===== config.mk =====
export PLATFORM = sky130hd
export DESIGN_NAME = packed_hadd
export DESIGN_NICKNAME = d
export VERILOG_FILES = /design/src/rtl/hadd_pkg.sv /design/src/rtl/hadd_lane_term.sv /design/src/rtl/hadd_reduce.sv /design/src/rtl/hadd_addrnd.sv /design/src/rtl/packed_hadd.sv
export SDC_FILE = /design/constraint.sdc
export NUM_CORES = 1
export LEC_CHECK = 0
export ABC_AREA = 1
export BUFFER_PORTS_ARGS = -buffer_cell sky130_fd_sc_hd__buf_2
export CAP_MARGIN = 30
export CELL_PAD_IN_SITES_DETAIL_PLACEMENT = 1
export CELL_PAD_IN_SITES_GLOBAL_PLACEMENT = 1
export CORE_ASPECT_RATIO = 1.5
export CORE_MARGIN = 2
export CORE_UTILIZATION = 38
export CTS_BUF_LIST = sky130_fd_sc_hd__clkbuf_2 sky130_fd_sc_hd__clkbuf_4 sky130_fd_sc_hd__clkbuf_8
export DETAILED_ROUTE_END_ITERATION = 6
export MAX_ROUTING_LAYER = met4
export PLACE_DENSITY = 0.78
export SYNTH_ARGS = -nofsm -noshare
export SYNTH_HDL_FRONTEND = slang
export SYNTH_SLANG_ARGS = --single-unit

===== constraint.sdc =====
create_clock -name clk -period 7.1 [get_ports clk]
set_clock_uncertainty 0.05 [all_clocks]
set_input_delay 0.71 -clock clk [delete_from_list [all_inputs] [get_ports clk]]
set_output_delay 0.71 -clock clk [all_outputs]
set_load 0.02 [all_outputs]

===== src/rtl/hadd_pkg.sv =====
package hadd_pkg;
  typedef enum logic [1:0] {
    OP_PLAIN   = 2'b00,
    OP_ONEMASK = 2'b01,
    OP_TWOMASK = 2'b10,
    OP_ADDRND  = 2'b11
  } hadd_op_e;
endpackage


===== src/rtl/hadd_lane_term.sv =====
// One lane's contribution: zero when excluded, the lane or twice the lane otherwise.
module hadd_lane_term #(
  parameter int LANE_W = 8,
  parameter int TERM_W = 9
) (
  input  logic [LANE_W-1:0] lane,
  input  logic              take,
  input  logic              dbl,
  output logic [TERM_W-1:0] term
);
  always_comb begin
    if (!take)    term = '0;
    else if (dbl) term = TERM_W'({lane, 1'b0});
    else          term = TERM_W'(lane);
  end
endmodule


===== src/rtl/hadd_reduce.sv =====
// Masked lane reduction with clamping to the lane range.
module hadd_reduce #(
  parameter int LANES  = 4,
  parameter int LANE_W = 8,
  parameter int SUM_W  = LANE_W + 1 + $clog2(LANES)
) (
  input  logic [LANES*LANE_W-1:0] word,
  input  logic [LANES-1:0]        take,
  input  logic [LANES-1:0]        dbl,
  output logic [LANE_W-1:0]       sat
);
  localparam int TERM_W = LANE_W + 1;
  localparam logic [SUM_W-1:0] LIM = SUM_W'({LANE_W{1'b1}});

  logic [TERM_W-1:0] terms [LANES];
  logic [SUM_W-1:0]  acc;

  for (genvar g = 0; g < LANES; g++) begin : g_lane
    hadd_lane_term #(.LANE_W(LANE_W), .TERM_W(TERM_W)) u_term (
      .lane (word[g*LANE_W +: LANE_W]),
      .take (take[g]),
      .dbl  (dbl[g]),
      .term (terms[g])
    );
  end

  always_comb begin
    acc = '0;
    for (int i = 0; i < LANES; i++) acc = acc + SUM_W'(terms[i]);
  end

  assign sat = (acc > LIM) ? {LANE_W{1'b1}} : acc[LANE_W-1:0];
endmodule


===== src/rtl/hadd_addrnd.sv =====
// Full-width add followed by a logical right shift of the carry-extended sum.
module hadd_addrnd #(
  parameter int DATA_W = 32,
  parameter int SH_W   = 3
) (
  input  logic [DATA_W-1:0] a,
  input  logic [DATA_W-1:0] b,
  input  logic [SH_W-1:0]   sh,
  output logic [DATA_W-1:0] res
);
  logic [DATA_W:0] sum;
  logic [DATA_W:0] shifted;

  assign sum     = {1'b0, a} + {1'b0, b};
  assign shifted = sum >> sh;
  assign res     = shifted[DATA_W-1:0];
endmodule


===== src/rtl/packed_hadd.sv =====
module packed_hadd #(
  parameter int DATA_W = 32,
  parameter int LANE_W = 8,
  parameter int SH_W   = 3,
  localparam int LANES = DATA_W / LANE_W
) (
  input  logic              clk,
  input  logic              rst,
  input  logic              in_valid,
  input  logic [1:0]        op,
  input  logic [LANES-1:0]  add_mask,
  input  logic [LANES-1:0]  dbl_mask,
  input  logic [SH_W-1:0]   shamt,
  input  logic [DATA_W-1:0] src_a,
  input  logic [DATA_W-1:0] src_b,
  output logic              out_valid,
  output logic [DATA_W-1:0] result
);
  import hadd_pkg::*;

  localparam int SUM_W = LANE_W + 1 + $clog2(LANES);

  hadd_op_e          opc;
  logic [LANES-1:0]  take;
  logic [LANES-1:0]  dbl;
  logic [LANE_W-1:0] sat;
  logic [DATA_W-1:0] rnd;

  assign opc = hadd_op_e'(op);

  // Mask decode: plain and single-mask forms include every lane.
  always_comb begin
    unique case (opc)
      OP_PLAIN:   begin take = '1;       dbl = '0;       end
      OP_ONEMASK: begin take = '1;       dbl = dbl_mask; end
      OP_TWOMASK: begin take = add_mask; dbl = dbl_mask; end
      default:    begin take = '0;       dbl = '0;       end
    endcase
  end

  hadd_reduce #(.LANES(LANES), .LANE_W(LANE_W), .SUM_W(SUM_W)) u_reduce (
    .word (src_a),
    .take (take),
    .dbl  (dbl),
    .sat  (sat)
  );

  hadd_addrnd #(.DATA_W(DATA_W), .SH_W(SH_W)) u_addrnd (
    .a   (src_a),
    .b   (src_b),
    .sh  (shamt),
    .res (rnd)
  );

  always_ff @(posedge clk) begin
    if (rst) begin
      out_valid <= 1'b0;
      result    <= '0;
    end else begin
      out_valid <= in_valid;
      if (in_valid) result <= (opc == OP_ADDRND) ? rnd : DATA_W'(sat);
    end
  end
endmodule


### After elaboration in Yosys (flattened, before gate mapping)

Index checks and enable logic that the tools add are counted.

| word-level totals | value |
|---|---|
| bits in registers | 33 |
| output and inout bits | 33 |
| logic and storage cells | 26 |

| cells by class | value |
|---|---|
| $add $sub $neg | 4 |
| magnitude comparators | 1 |
| equal/unequal tests | 3 |
| shift-type cells | 1 |
| muxes and demuxes | 12 |
| reductions and logical operators | 3 |

Operators by type and width:

| cell | count |
|---|---|
| two-way mux 9 bit | 8 |
| adder 32 x 32 -> 33 bit | 1 |
| >> shifter 33 x 3 -> 32 bit | 1 |
| two-way mux 32 bit | 1 |
| adder 11 x 9 -> 11 bit | 2 |
| > comparator 11 x 8 -> 1 bit, second input constant | 1 |
| adder 9 x 9 -> 10 bit | 1 |
| two-way mux 8 bit | 1 |
| one-hot mux 4 bit (2 select lines) | 1 |
| == test 2 bit, second input constant | 2 |
| two-way mux 4 bit | 1 |
| OR reduction 2 bit | 2 |
| == test 2 x 1 -> 1 bit, second input constant | 1 |
| logical NOT 2 bit | 1 |

### Depth between registers and ports, before layout

| logic depth | value |
|---|---|
| depth in word-level cells | 11 |
| mapped depth | 31 |

### By module

A second synthesis with hierarchy kept.

| second synthesis, totals | value |
|---|---|
| cell total of the unflattened synthesis | 1,238 |
| area, all modules | 6,874.1 µm² |

By module, submodules not included:

| module | times used | cells each | area each (µm²) |
|---|---|---|---|
| hadd_addrnd | 1 | 762 | 3,721.1 |
| packed_hadd | 1 | 201 | 1,436.4 |
| hadd_reduce | 1 | 151 | 1,021.0 |
| hadd_lane_term | 4 | 31 | 173.9 |

### Worst setup path before layout

OpenSTA, ideal clock, no wires.

| timing path | value |
|---|---|
| path type | input -> register |
| from | input op[0] |
| to | register result[4] |
| setup time | 119 ps |
| data arrival time | 5,136 ps |
| data required time | 6,931 ps |
| path slack | 1,795 ps |
| stages | 31 |
| path buffers | 2 |
| cell sequence | inv_1 -> ha_1 -> clkbuf_1 -> nand2_1 -> clkbuf_1 -> nand2_1 -> nor2_1 -> ha_1 -> inv_1 -> fa_1 -> o21ai_0 -> a21oi_1 -> o21ai_0 -> a21o_1 -> a21oi_1 -> xor2_1 -> fa_1 -> inv_1 -> ha_1 -> nand2_1 -> nor2_1 -> a211oi_1 -> nand2_1 -> nand2_1 -> nand2_1 -> nor2_2 -> nand2_1 -> nor2_1 -> nand2_1 -> nand2_1 -> a21oi_1 |

| on the way | value |
|---|---|
| word-level cells in the longest chain between the ends | 11 |
| elaborated cells on any way between the ends | 22 |
| classes of those cells | add/sub: 3; order compare: 1; eq/ne: 3; mux: 12; reduce/logical: 3 |

Ends and longest elaborated chain:

| what | line | source |
|---|---|---|
| start: declaration | packed_hadd.sv:10 | `input logic [1:0] op,` |
| == test 2 bit or == test 2 x 1 -> 1 bit (tied branches) | packed_hadd.sv:33 | `unique case (opc)` |
| OR reduction 2 bit (no line) | -- |  |
| two-way mux 4 bit | packed_hadd.sv:33 |  |
| two-way mux 9 bit | hadd_lane_term.sv:13 | `else if (dbl) term = TERM_W'({lane, 1'b0});` |
| two-way mux 9 bit | hadd_lane_term.sv:12 | `if (!take) term = '0;` |
| adder 9 x 9 -> 10 bit | hadd_reduce.sv:29 | `for (int i = 0; i < LANES; i++) acc = acc + SUM_W'(terms[i]);` |
| adder 11 x 9 -> 11 bit (2 in series) | hadd_reduce.sv:29 |  |
| > comparator 11 x 8 -> 1 bit | hadd_reduce.sv:32 | `assign sat = (acc > LIM) ? {LANE_W{1'b1}} : acc[LANE_W-1:0];` |
| two-way mux 8 bit | hadd_reduce.sv:32 |  |
| two-way mux 32 bit (*) | packed_hadd.sv:61 | `if (in_valid) result <= (opc == OP_ADDRND) ? rnd : DATA_W'(sat);` |
| end signal: assignment | packed_hadd.sv:61 |  |
| end: declaration | packed_hadd.sv:17 | `output logic [DATA_W-1:0] result` |

Every way passes the cells marked *; elsewhere a longest branch is shown, timed or not.
A chain may end at the register's enable or synchronous reset.

### Final worst setup path

| timing path | value |
|---|---|
| from | input op[0] |
| to | register result[5] |

Same word-level chain as after synthesis.

==> results.cfg <==
[run_status]
status = completed

[logic_synthesis]
synthArstFlopShare_pct = 0
synth_sequential_area_ratio_pct = 10.2
synth_nets = 1336
ys_warn_count = 0
yosys_most_used_dff = dfxtp_1
ys_ff_latch = 33
synth_edf_count = 0
synthDistinctLibCells = 40
syn_area_sq_um = 6490
netlist_instances = 1190
syn_area_per_cell_sq_um = 5.46

[placed_design]
placed_cell_area_sq_um = 7210
gp_congestion = 0.932
dp_hpwl_mm = 20.7
io_buffers = 112

[global_routing]
grt_overflow_total = 0
antenna_found_initial = 0
grt_pass1_wl_mm = 38.5
grt_pass1_vias = 7731
grt_max_degree = 40
grt_use_total_pct = 27.0

[worst_setup_path]
r2r_cells = 4
worst_setup_path_start_kind = primary input
cp-end-kind = flip-flop
critical-path-top-delay-family = adder cells
cp_max_fo = 15
worstSetupStartpoint = op[0]
cp.buffers_inverters = 4
cp.required_ns = 7.24
crit_top_cell = nand2_1
rr_endpoint = result[1]$_SDFFE_PP0P_
worst_path_largest_cell_delay_ns = 0.59
critical_path_class = primary input to flip-flop
worst_path_max_delay_cell = ha_1
worstPathArrival_ns = 5.97
reg2reg_from = result[1]$_SDFFE_PP0P_
reg2reg_slack_ns = 6.23

[power]
p_leak_uw = 0.00428
fin_total_pwr_uw = 1070
p_per_area_nw_per_um2 = 146
vdd_drop_max_v = 0.000128

[timing]
setup_viol = 0
timing.fmax_mhz = 171
slew_viol_final = 0
relSlewSlack_pct = 34.6
worstMarginPinSlew_ns = 0.979
fin_crit_ns = 5.83
fin_setup_tns_ns = 0
hold_slack_ns = 0.415
post-route-period-util_pct = 82.2
grt_setup_unrepaired = no
finalHoldViolCount = 0

[routing]
avgRoutedWirePerCell_microns = 15.8
firstDrtPassIters = 5
routed_wl_mm = 23.5
drc = 0
vias_per_cell = 5.18
drt_iter0_markers = 356
routed-via-count = 7714
ant_nets = 0

[clocking]
cts_tree = yes
hold_buffers = 0
htreeDepth = 2
cts_sinks = 33
clk_pin_slew_ns = 0.07
ctsResizeCount = 0
worstSkewPairLatency_ns = 0.29
clockBufferDepth = 2
cts-buffers-inserted = 5
cts_setup_buffers = 0
root_buffer = clkbuf_8

[layout]
nets = 1425
multiInputGateArea_sq_um = 4940
n_antenna_cell = 0
area.growth.synth_to_final_pct = 12.8
seqCellArea_sq_um = 661
drive_gt1_share_pct = 12.6
nFillCells = 2488
final_cell_area_sq_um = 7330

[min_path]
whs_path_depth = 2
hold_class = flip-flop to flip-flop
worstHoldStart = result[29]$_SDFFE_PP0P_
whs_endpoint = result[29]$_SDFFE_PP0P_

[die]
start_util_pct = 38.7
chipHeight_microns = 164
fp.dieW_microns = 111
num_rows = 58
core_area_sq_um = 16800
io_pins = 113
die-area_sq_um = 18200

[job]
max-cap-violations = 0
## report_power, final
part	leakage, uW	switching (uW)	internal, uW
logic	0.00396	445	234
clock network	0.0000574	73.0	114
registers	0.000269	6.79	199
total	0.00428	525	547
## cells in the mapped netlist, types with 4 or more instances
master / count / area, sq um
nand2_2: 10 / 62.6
clkbuf_1: 13 / 48.8
nand3_1: 199 / 996
dfxtp_1: 33 / 661
a31oi_1: 9 / 56.3
o21bai_1: 4 / 30.0
nand3b_1: 6 / 45.0
a211oi_1: 7 / 52.6
nand4_1: 9 / 56.3
xor2_1: 13 / 114
inv_1: 187 / 702
nand2_1: 402 / 1510
inv_2: 6 / 22.5
xnor2_1: 9 / 78.8
mux2_2: 10 / 113
nor3_1: 10 / 50.1
o21ai_0: 22 / 110
nor2_1: 75 / 282
a21oi_1: 53 / 265
nand3_2: 5 / 50.1
fa_1: 12 / 240
ha_1: 54 / 676
buf_1: 6 / 22.5
buf_2: 11 / 55.1
## worst register-to-register path, cell delays in order, from the launching register on
cell,delay (ns)
dfxtp_1,0.32
a22oi_1,0.19
nand3_1,0.10
nand2_1,0.07
inv_1,0.05
## state kept, by name (all words and copies together) (netlist names)
signal and flops:
out_valid 1, result 32
## how the worst max path moves through the flow
stage / endpoint / slack [ns] / depth (start not counted)
2_1_floorplan: result[4]$_SDFFE_PP0P_ / 1.79 / 31
3_3_place_gp: result[4]$_SDFFE_PP0P_ / 1.16 / 29
3_5_place_dp: result[5]$_SDFFE_PP0P_ / 1.00 / 29
4_1_cts: result[5]$_SDFFE_PP0P_ / 1.31 / 29
5_1_grt: result[1]$_SDFFE_PP0P_ / 0.79 / 30
6_report: result[5]$_SDFFE_PP0P_ / 1.27 / 29
## cell type report
| cell class | count | share of cell area (%) |
|---|---|---|
| sequential | 33 | 9.02 |
| multi-input combinational | 928 | 67.5 |
| tap | 210 | 3.59 |
| timing repair buffer | 115 | 8.23 |
| clock inverter | 2 | 0.512 |
| clock buffer | 6 | 1.13 |
| inverter | 196 | 10.0 |
## cell usage in the layout, fill, tap and decap left out, drive strengths merged, types with 12 or more instances in the layout
master,instances
nand2,412
nand3,204
inv,193
buf,115
nor2,78
ha,54
a21oi,54
dfxtp,33
o21ai,24
xor2,15
fa,12
## cell families (layout without fill, tap and decap cells)
| family | Yosys count | after routing | synth area share (%) |
|---|---|---|---|
| buffers and inverters | 229 | 319 | 13.7 |
| DFF | 33 | 33 | 10.2 |
| AOI/OAI and AO/OA | 106 | 106 | 9.21 |
| xor gates and xnor gates | 24 | 24 | 3.47 |
| and+or+nand+nor | 721 | 721 | 47.5 |
| adders and majority gates | 66 | 66 | 14.1 |
| muxes | 11 | 11 | 1.89 |
## stage by stage
| step | setup slack (ns) | std cells | utilization (%) |
|---|---|---|---|
| floorplan | 1.79 | 1190 | - |
| finish | 1.27 | 1490 | 43.7 |
| detailed placement | 1.00 | 1482 | 43.0 |
| CTS | 1.31 | 1490 | 43.7 |
| global placement | 1.16 | 1481 | 42.8 |
| global route | 0.794 | 1490 | 43.7 |
## layer usage
metal / vias up / GRT usage (%) / part of all wire [%]
met3: 24 / 0.959 / 2.3
met4: 0 / 9.26 / 2.9
met5: - / - / 0
li1: 3961 / - / -
met2: 146 / 48.5 / 50
met1: 3583 / 32.4 / 45
Note: power is estimated with default switching activity, not from simulation.
